[config.mk]
export PLATFORM = sky130hd
export DESIGN_NAME = skip_operate_unit
export DESIGN_NICKNAME = d
export VERILOG_FILES = /design/src/rtl/skip_op_pkg.sv /design/src/rtl/skip_cond_eval.sv /design/src/rtl/acc_update.sv /design/src/rtl/pc_advance.sv /design/src/rtl/skip_operate_unit.sv
export SDC_FILE = /design/constraint.sdc
export NUM_CORES = 1
export LEC_CHECK = 0
export BUFFER_PORTS_ARGS = -buffer_cell sky130_fd_sc_hd__buf_2
export CAP_MARGIN = 15
export CELL_PAD_IN_SITES_DETAIL_PLACEMENT = 1
export CELL_PAD_IN_SITES_GLOBAL_PLACEMENT = 1
export CORE_MARGIN = 1.5
export CORE_UTILIZATION = 29
export CTS_CLUSTER_DIAMETER = 120
export DETAILED_ROUTE_END_ITERATION = 10
export GPL_ROUTABILITY_DRIVEN = 0
export PLACE_DENSITY = 0.87
export SYNTH_ARGS = -nofsm -noshare
export SYNTH_HDL_FRONTEND = slang
export SYNTH_SLANG_ARGS = --single-unit
[constraint.sdc]
create_clock -name clk_i -period 0.8 [get_ports clk_i]
set_input_delay 0.16 -clock clk_i [delete_from_list [all_inputs] [get_ports clk_i]]
set_output_delay 0.16 -clock clk_i [all_outputs]
set_load 0.02 [all_outputs]
[src/rtl/skip_op_pkg.sv]
package skip_op_pkg;
  localparam int unsigned INSTR_W = 12;
  // bit positions fixed by the instruction encoding
  localparam int unsigned B_GRP    = 8;
  localparam int unsigned B_CLR    = 7;
  localparam int unsigned B_MSB    = 6;
  localparam int unsigned B_ZERO   = 5;
  localparam int unsigned B_LINK   = 4;
  localparam int unsigned B_SENSE  = 3;
  localparam int unsigned B_SWOR   = 2;
  localparam int unsigned B_HALT   = 1;
  localparam int unsigned B_LOW    = 0;
  localparam logic [2:0]  OP_OPR   = 3'b111;

  typedef struct packed {
    logic clr;
    logic t_msb;
    logic t_zero;
    logic t_link;
    logic sense;
    logic sw_or;
    logic halt;
  } skip_ctl_t;
endpackage

[src/rtl/skip_cond_eval.sv]
module skip_cond_eval #(
  parameter int unsigned DATA_W = 12
) (
  input  skip_op_pkg::skip_ctl_t ctl_i,
  input  logic [DATA_W-1:0]      acc_i,
  input  logic                   link_i,
  output logic                   skip_o
);
  logic is_neg, is_zero, any_hit;

  assign is_neg  = acc_i[DATA_W-1];
  assign is_zero = (acc_i == '0);
  assign any_hit = (ctl_i.t_msb & is_neg) | (ctl_i.t_zero & is_zero) | (ctl_i.t_link & link_i);
  // AND sense: inverted tests all true == none of the plain tests true
  assign skip_o  = ctl_i.sense ? ~any_hit : any_hit;

  always_comb begin
    if (!(ctl_i.t_msb | ctl_i.t_zero | ctl_i.t_link))
      a_r4_empty_set : assert (skip_o == ctl_i.sense);
  end
endmodule

[src/rtl/acc_update.sv]
module acc_update #(
  parameter int unsigned DATA_W = 12
) (
  input  logic              active_i,
  input  logic              clr_i,
  input  logic              sw_or_i,
  input  logic [DATA_W-1:0] acc_i,
  input  logic [DATA_W-1:0] sw_i,
  output logic [DATA_W-1:0] acc_o
);
  logic [DATA_W-1:0] cleared;

  always_comb begin
    cleared = (active_i && clr_i) ? '0 : acc_i;
    acc_o   = (active_i && sw_or_i) ? (cleared | sw_i) : cleared;
  end

  always_comb begin
    if (active_i && clr_i && sw_or_i)
      a_r6_load_sw : assert (acc_o == sw_i);
  end
endmodule

[src/rtl/pc_advance.sv]
module pc_advance #(
  parameter int unsigned DATA_W  = 12,
  parameter int unsigned FIELD_W = 3
) (
  input  logic [FIELD_W+DATA_W-1:0] pc_i,
  input  logic                      step_i,
  output logic [FIELD_W+DATA_W-1:0] pc_o
);
  localparam int unsigned PC_W = FIELD_W + DATA_W;
  logic [DATA_W-1:0] addr_nxt;

  assign addr_nxt = pc_i[DATA_W-1:0] + DATA_W'(step_i);
  assign pc_o     = {pc_i[PC_W-1:DATA_W], addr_nxt};

  always_comb begin
    a_r8_field_kept : assert (pc_o[PC_W-1:DATA_W] == pc_i[PC_W-1:DATA_W]);
  end
endmodule

[src/rtl/skip_operate_unit.sv]
module skip_operate_unit
  import skip_op_pkg::*;
#(
  parameter int unsigned DATA_W  = 12,
  parameter int unsigned FIELD_W = 3
) (
  input  logic                      clk_i,
  input  logic                      rst_ni,
  input  logic [INSTR_W-1:0]        instr_i,
  input  logic [DATA_W-1:0]         acc_i,
  input  logic                      link_i,
  input  logic [DATA_W-1:0]         sw_i,
  input  logic [FIELD_W+DATA_W-1:0] next_pc_i,
  output logic [DATA_W-1:0]         acc_o,
  output logic [FIELD_W+DATA_W-1:0] next_pc_o,
  output logic                      halt_o
);
  localparam int unsigned PC_W = FIELD_W + DATA_W;

  logic              in_grp, skip_raw, do_skip;
  skip_ctl_t         ctl;
  logic [DATA_W-1:0] acc_nxt;
  logic [PC_W-1:0]   pc_nxt;

  assign in_grp = (instr_i[INSTR_W-1:INSTR_W-3] == OP_OPR) & instr_i[B_GRP] & ~instr_i[B_LOW];

  assign ctl = '{clr:    instr_i[B_CLR],
                 t_msb:  instr_i[B_MSB],
                 t_zero: instr_i[B_ZERO],
                 t_link: instr_i[B_LINK],
                 sense:  instr_i[B_SENSE],
                 sw_or:  instr_i[B_SWOR],
                 halt:   instr_i[B_HALT]};

  skip_cond_eval #(.DATA_W(DATA_W)) i_cond (
    .ctl_i (ctl),
    .acc_i (acc_i),
    .link_i(link_i),
    .skip_o(skip_raw)
  );

  assign do_skip = in_grp & skip_raw;

  acc_update #(.DATA_W(DATA_W)) i_acc (
    .active_i(in_grp),
    .clr_i   (ctl.clr),
    .sw_or_i (ctl.sw_or),
    .acc_i   (acc_i),
    .sw_i    (sw_i),
    .acc_o   (acc_nxt)
  );

  pc_advance #(.DATA_W(DATA_W), .FIELD_W(FIELD_W)) i_pc (
    .pc_i  (next_pc_i),
    .step_i(do_skip),
    .pc_o  (pc_nxt)
  );

  always_ff @(posedge clk_i or negedge rst_ni) begin
    if (!rst_ni) begin
      acc_o     <= '0;
      next_pc_o <= '0;
      halt_o    <= 1'b0;
    end else begin
      acc_o     <= acc_nxt;
      next_pc_o <= pc_nxt;
      halt_o    <= in_grp & ctl.halt;
    end
  end

  a_r1_passthru : assert property (@(posedge clk_i) disable iff (!rst_ni)
    !in_grp |=> (acc_o == $past(acc_i)) && (next_pc_o == $past(next_pc_i)) && !halt_o);

  a_r7_halt_src : assert property (@(posedge clk_i) disable iff (!rst_ni)
    halt_o |-> $past(in_grp) && $past(instr_i[B_HALT]));

  a_r8_step_one : assert property (@(posedge clk_i) disable iff (!rst_ni)
    1'b1 |=> (next_pc_o[DATA_W-1:0] == $past(next_pc_i[DATA_W-1:0])) ||
             (next_pc_o[DATA_W-1:0] == $past(next_pc_i[DATA_W-1:0]) + DATA_W'(1)));

  a_r9_field_reg : assert property (@(posedge clk_i) disable iff (!rst_ni)
    1'b1 |=> next_pc_o[PC_W-1:DATA_W] == $past(next_pc_i[PC_W-1:DATA_W]));
endmodule

### Yosys cells after proc, flatten, opt, wreduce, memory -nomap -nowiden

Index checks and enable logic that the tools add are counted.

* $add $sub $neg: 1
* equal/unequal tests: 1
* muxes and demuxes: 3
* bitwise gates (word level): 12
* reduce and logical (&&, ||, !) cells: 3

Operators by type and width (number)
* 2-to-1 mux 12 bit: 2
* adder 12 x 1 -> 12 bit: 1
* zero test 12 bit: 1
* bitwise OR 12 bit: 1
* AND 1 bit: 7
* == test 3 bit (second input constant): 1
* logical AND 1 bit: 2
* inverter 1 bit: 2
* bitwise OR 1 bit: 2
* 2-to-1 mux 1 bit: 1

* register bits after elaboration: 28
* input bits: 54
* output and inout bits: 28
* word-level logic and storage cells: 23

### Logic depth before layout (Yosys ltp)

* depth after elaboration: 8
* gate-level depth with buffers: 9
* mapped depth without buffers: 9

### Cells and area by module

Synthesis repeated with hierarchy kept, for this count alone.

* cell total of the unflattened synthesis: 99
* area total of the unflattened synthesis: 1233.7 um^2

Modules (own cells, without submodules)
* skip_operate_unit: instances 1, cells an instance 36, area each 752.0 um^2, seq. area each 700.7 um^2
* pc_advance: instances 1, cells an instance 33, area each 242.7 um^2, seq. area each 0.0 um^2
* acc_update: instances 1, cells an instance 16, area each 133.9 um^2, seq. area each 0.0 um^2
* skip_cond_eval: instances 1, cells an instance 14, area each 105.1 um^2, seq. area each 0.0 um^2

### Worst setup path before layout

No wires, ideal clock.

* path kind: input-to-reg
* from: in acc_i[11]
* to: reg next_pc_o[9]
* setup time: 122 ps
* arrival time: 1759 ps
* data required time: 678 ps
* slack: -1082 ps
* stages on the path: 8
* path buffers: 0
* path through: nor4_1 -> nand4_1 -> a2111o_1 -> nand2_1 -> ha_1 -> nand3_1 -> or4_4 -> xnor2_2

* word-level cells in the longest chain between the ends: 8
* elaborated cells between the ends (all ways): 9
* classes of those cells: add/sub (1); mux (1); bitwise (6); reduce/logical (1)

RTL lines
* from (decl): line skip_operate_unit.sv:10 `input logic [DATA_W-1:0] acc_i,`
* zero test 12 bit: line skip_cond_eval.sv:12 `assign is_zero = (acc_i == '0);`
* AND 1 bit: line skip_cond_eval.sv:13 `assign any_hit = (ctl_i.t_msb & is_neg) | (ctl_i.t_zero & is_zero) | (ctl_i.t_link & link_i);`
* bitwise OR 1 bit (*) (2 in a row): line skip_cond_eval.sv:13
* inverter 1 bit: line skip_cond_eval.sv:15 `assign skip_o = ctl_i.sense ? ~any_hit : any_hit;`
* 2-to-1 mux 1 bit (*): line skip_cond_eval.sv:15
* AND 1 bit (*): line skip_operate_unit.sv:42 `assign do_skip = in_grp & skip_raw;`
* adder 12 x 1 -> 12 bit (*): line pc_advance.sv:12 `assign addr_nxt = pc_i[DATA_W-1:0] + DATA_W'(step_i);`
* named net i_pc.addr_nxt[9]: line pc_advance.sv:10 `logic [DATA_W-1:0] addr_nxt;`
* to (signal assigned): line skip_operate_unit.sv:66 `next_pc_o <= pc_nxt;`
* to (decl): line skip_operate_unit.sv:15 `output logic [FIELD_W+DATA_W-1:0] next_pc_o,`

The timed path passes the listed nets; every way through them passes the cells marked *.

### Final worst setup path

* from: in acc_i[11]
* to: reg next_pc_o[10]

Same word-level chain as after synthesis.

==> out/results.tsv <==
stage	metric	value	unit
placed_design	IO buf count	81	
hold_path	hold depth	2	
hold_path	HP Start	next_pc_i[11]	
run_status	status	complete, but fails checks	
setup_path	Crit. End Element	register	
floorplanning	num ports	82	
drt	post-route ant nets	0	
timing	final hold vios	0	
final_layout	diode count	0	
timing	fin crit share	236	%
global_routing	vias in the first global route	1321	
final_layout	Synth-to-Final Area Change	100	%
run_status	failing checks	setup timing	
placed_design	hpwl dp	3050	um
yosys	Synth Register Bits	28	
power	total power	0.00336	W
yosys	Cell Area, Synth	1130	um2
power	Max VDD drop	0.690	mV
setup_path	Data required, critical path	0.99	ns
yosys	synth warn	0	
drt	Vias	1139	
global_routing	first-pass GRT wire length	6290	um
timing	Slew Viols, Final	0	
timing	final setup fails	52	
timing	worst-margin pin slew	0.267	ns
yosys	top cells by instance count after synthesis	28 x dfrtp_1, 12 x a22o_1, 7 x nor2_1	
yosys	Yosys cell types	20	
timing	Final WS setup	-1.09	ns
power	Leak	1.09	nW
clock_network	htree depth	1	
yosys	post-synthesis sequential area ratio	61.9	%
hold_path	Hold Path End	next_pc_o[11]$_DFF_PN0_	
timing	fin crit period	1.89	ns
timing	setup tns final	-15.89	ns
global_routing	largest net degree at the start of global routing	29	
drt	drt pass-1 iters	4	
final_layout	Util after Layout	60.9	%
drt	initial DRC count	46	
floorplanning	row count	22	
floorplanning	core area	3720	um2
floorplanning	DIE WIDTH	65.5	um
timing	Worst slew margin	82.2	%
setup_path	Worst setup SP type	primary input	
yosys	Synthesized Nets	144	
setup_path	CP Max Fanout	3	
yosys	largest cells by area after synthesis	dfrtp_1 62%, a22o_1 9.3%, xnor2_1 3.9%, ha_1 3.3%, xor2_1 3.1%	
power	Comb pwr share	21.4	%
clock_network	Num Clock Sinks	28	
timing	RSZ-0062 raised after global routing	yes	
setup_path	crit path kind	in -> reg	
floorplanning	die height	65.5	um
timing	fmax	529	MHz
clock_network	CTS tree	yes	
power	switching share of power	23.9	%
global_routing	GR Overflow Total	0	
final_layout	final net count	253	
global_routing	initial antenna violation count	0	
yosys	leading area contributor after synthesis	dfrtp_1	
power	Clk pwr share	33.1	%
drt	post-DR vias/cell	4.69	
clock_network	Reg clk slew, reported paths	0.10	ns
setup_path	Arr. time, crit path	2.08	ns
power	Pint	0.00255	W
clock_network	clock root buffer master	clkbuf_8	
yosys	most common cell in the netlist	dfrtp_1	
power	Sequential Power Share	45.5	%
hold_path	Worst Hold Class	in -> reg	
drt	DR DRC count	0	
yosys	Yosys top cell area share	61.9	%
yosys	number of flops mapped to enable cells by yosys	0	
global_routing	GRT Util Overall	19.8	%
yosys	Avg Inst Size Synth	13.0	um2
clock_network	Num CTS Buffers	3	
clock_network	Longest Clk Path Bufs	2	
yosys	synthesized instance count	87	
power	power per cell area	1480	nW/um2
yosys	asr flop ratio synth	100	%
yosys	ys flop type	dfrtp_1	
power	NetSw	0.000803	W
timing	hold_ws	0.0665	ns
drt	total wire length	4130	um
setup_path	critical path launch point	acc_i[11]	
floorplanning	Starting Density	30.4	%
floorplanning	area of the die	4280	um2
flow_run	MaxCap Viol Count	0	
drt	WL/cell	17.0	um
final_layout	layout cells sized above 1	64.1	%
-- state kept, by name (all words and copies together), names as in the netlist --
register	flops
acc_o	12
next_pc_o	15
halt_o	1
-- how the worst max path moves through the flow --
stage	cells after the start	endpoint
floorplan	8	next_pc_o[9]$_DFF_PN0_
finish	10	next_pc_o[10]$_DFF_PN0_
detailed placement	11	next_pc_o[10]$_DFF_PN0_
global route	10	next_pc_o[10]$_DFF_PN0_
CTS	10	next_pc_o[10]$_DFF_PN0_
global placement	10	next_pc_o[9]$_DFF_PN0_
-- stage by stage --
stage	setup WS, ns	std cells	cell area (um2)
6_report	-1.09	243	2260
5_1_grt	-1.17	243	2260
4_1_cts	-1.13	241	2180
3_5_place_dp	-1.51	234	1810
3_3_place_gp	-1.37	234	1810
2_1_floorplan	-1.07	87	1190
-- power groups by stage --
stage | Sequential, W | Combinational (W) | Clock, W
after floorplan | 0.00164 | 0.0000869 | 0
after global placement | 0.00153 | 0.000542 | 0
after detailed placement | 0.00153 | 0.000560 | 0
after CTS | 0.00153 | 0.000698 | 0.00113
after global routing | 0.00153 | 0.000765 | 0.00120
final | 0.00153 | 0.000717 | 0.00111
-- worst max-delay path: stages --
cell and delay, ns:
buf_6 0.10, nor4_4 0.27, nand4_1 0.17, a2111o_1 0.41, nand2_2 0.10, ha_4 0.15, ha_4 0.13, nand4_1 0.19
nor3_2 0.18, xor2_1 0.21
-- placed cells by master (no fill, tap or decap), drive strengths merged --
master       netlist  final
nor4b              1      1
xor2               4      4
a22oi              1      1
dlygate4sd3        0      4
a22o              12     12
nor4               1      1
or4                1      1
nor2               7      7
buf                2    101
xnor2              6      6
inv                2      2
bufinv             0      1
dfrtp             28     28
a2111o             1      1
nor3               2      2
nand2              4      4
ha                 3      3
and2               2      2
nand4              4      4
nand3              6      6
clkbuf             0      4
-- logic make-up (layout without fill, tap and decap cells) --
family	count (synthesis)	count (layout)	synth area share, %
and+or+nand+nor	28	28	13.8
DFF	28	28	61.9
buffers and inverters	4	112	1.55
xor gates and xnor gates	10	10	8.41
AOI/OAI and AO/OA	14	14	11.0
adders and majority gates	3	3	3.32
-- per-layer routing --
metal | vias up | part of all wire [%] | global-route usage (%)
met3 | 4 | 4.7 | 2.57
li1 | 529 | - | -
met5 | - | 0 | 0
met4 | 0 | 0.82 | 5.47
met1 | 559 | 35 | 20.0
met2 | 47 | 59 | 41.2
-- final cells by class --
type	count	area, um2
clock inverters	1	30.0
well taps	48	60.1
inverters	2	7.51
multi-input cells	55	541
flip-flops and latches	28	701
fillers	402	1450
repair buffers	106	882
clock buffers	3	41.3
-- what timing repair did --
| item | CTS | global route |
|---|---|---|
| setup endpoints to repair | 52 | 52 |
| hold buffers | 4 | 0 |
| cloned | 0 | 1 |
| pin swaps | 9 | 18 |
| gates resized for setup | 76 | 8 |
| setup buffers | 2 | 2 |
| hold endpoints to repair | 31 | 0 |
(Power assumes the default switching activity.)
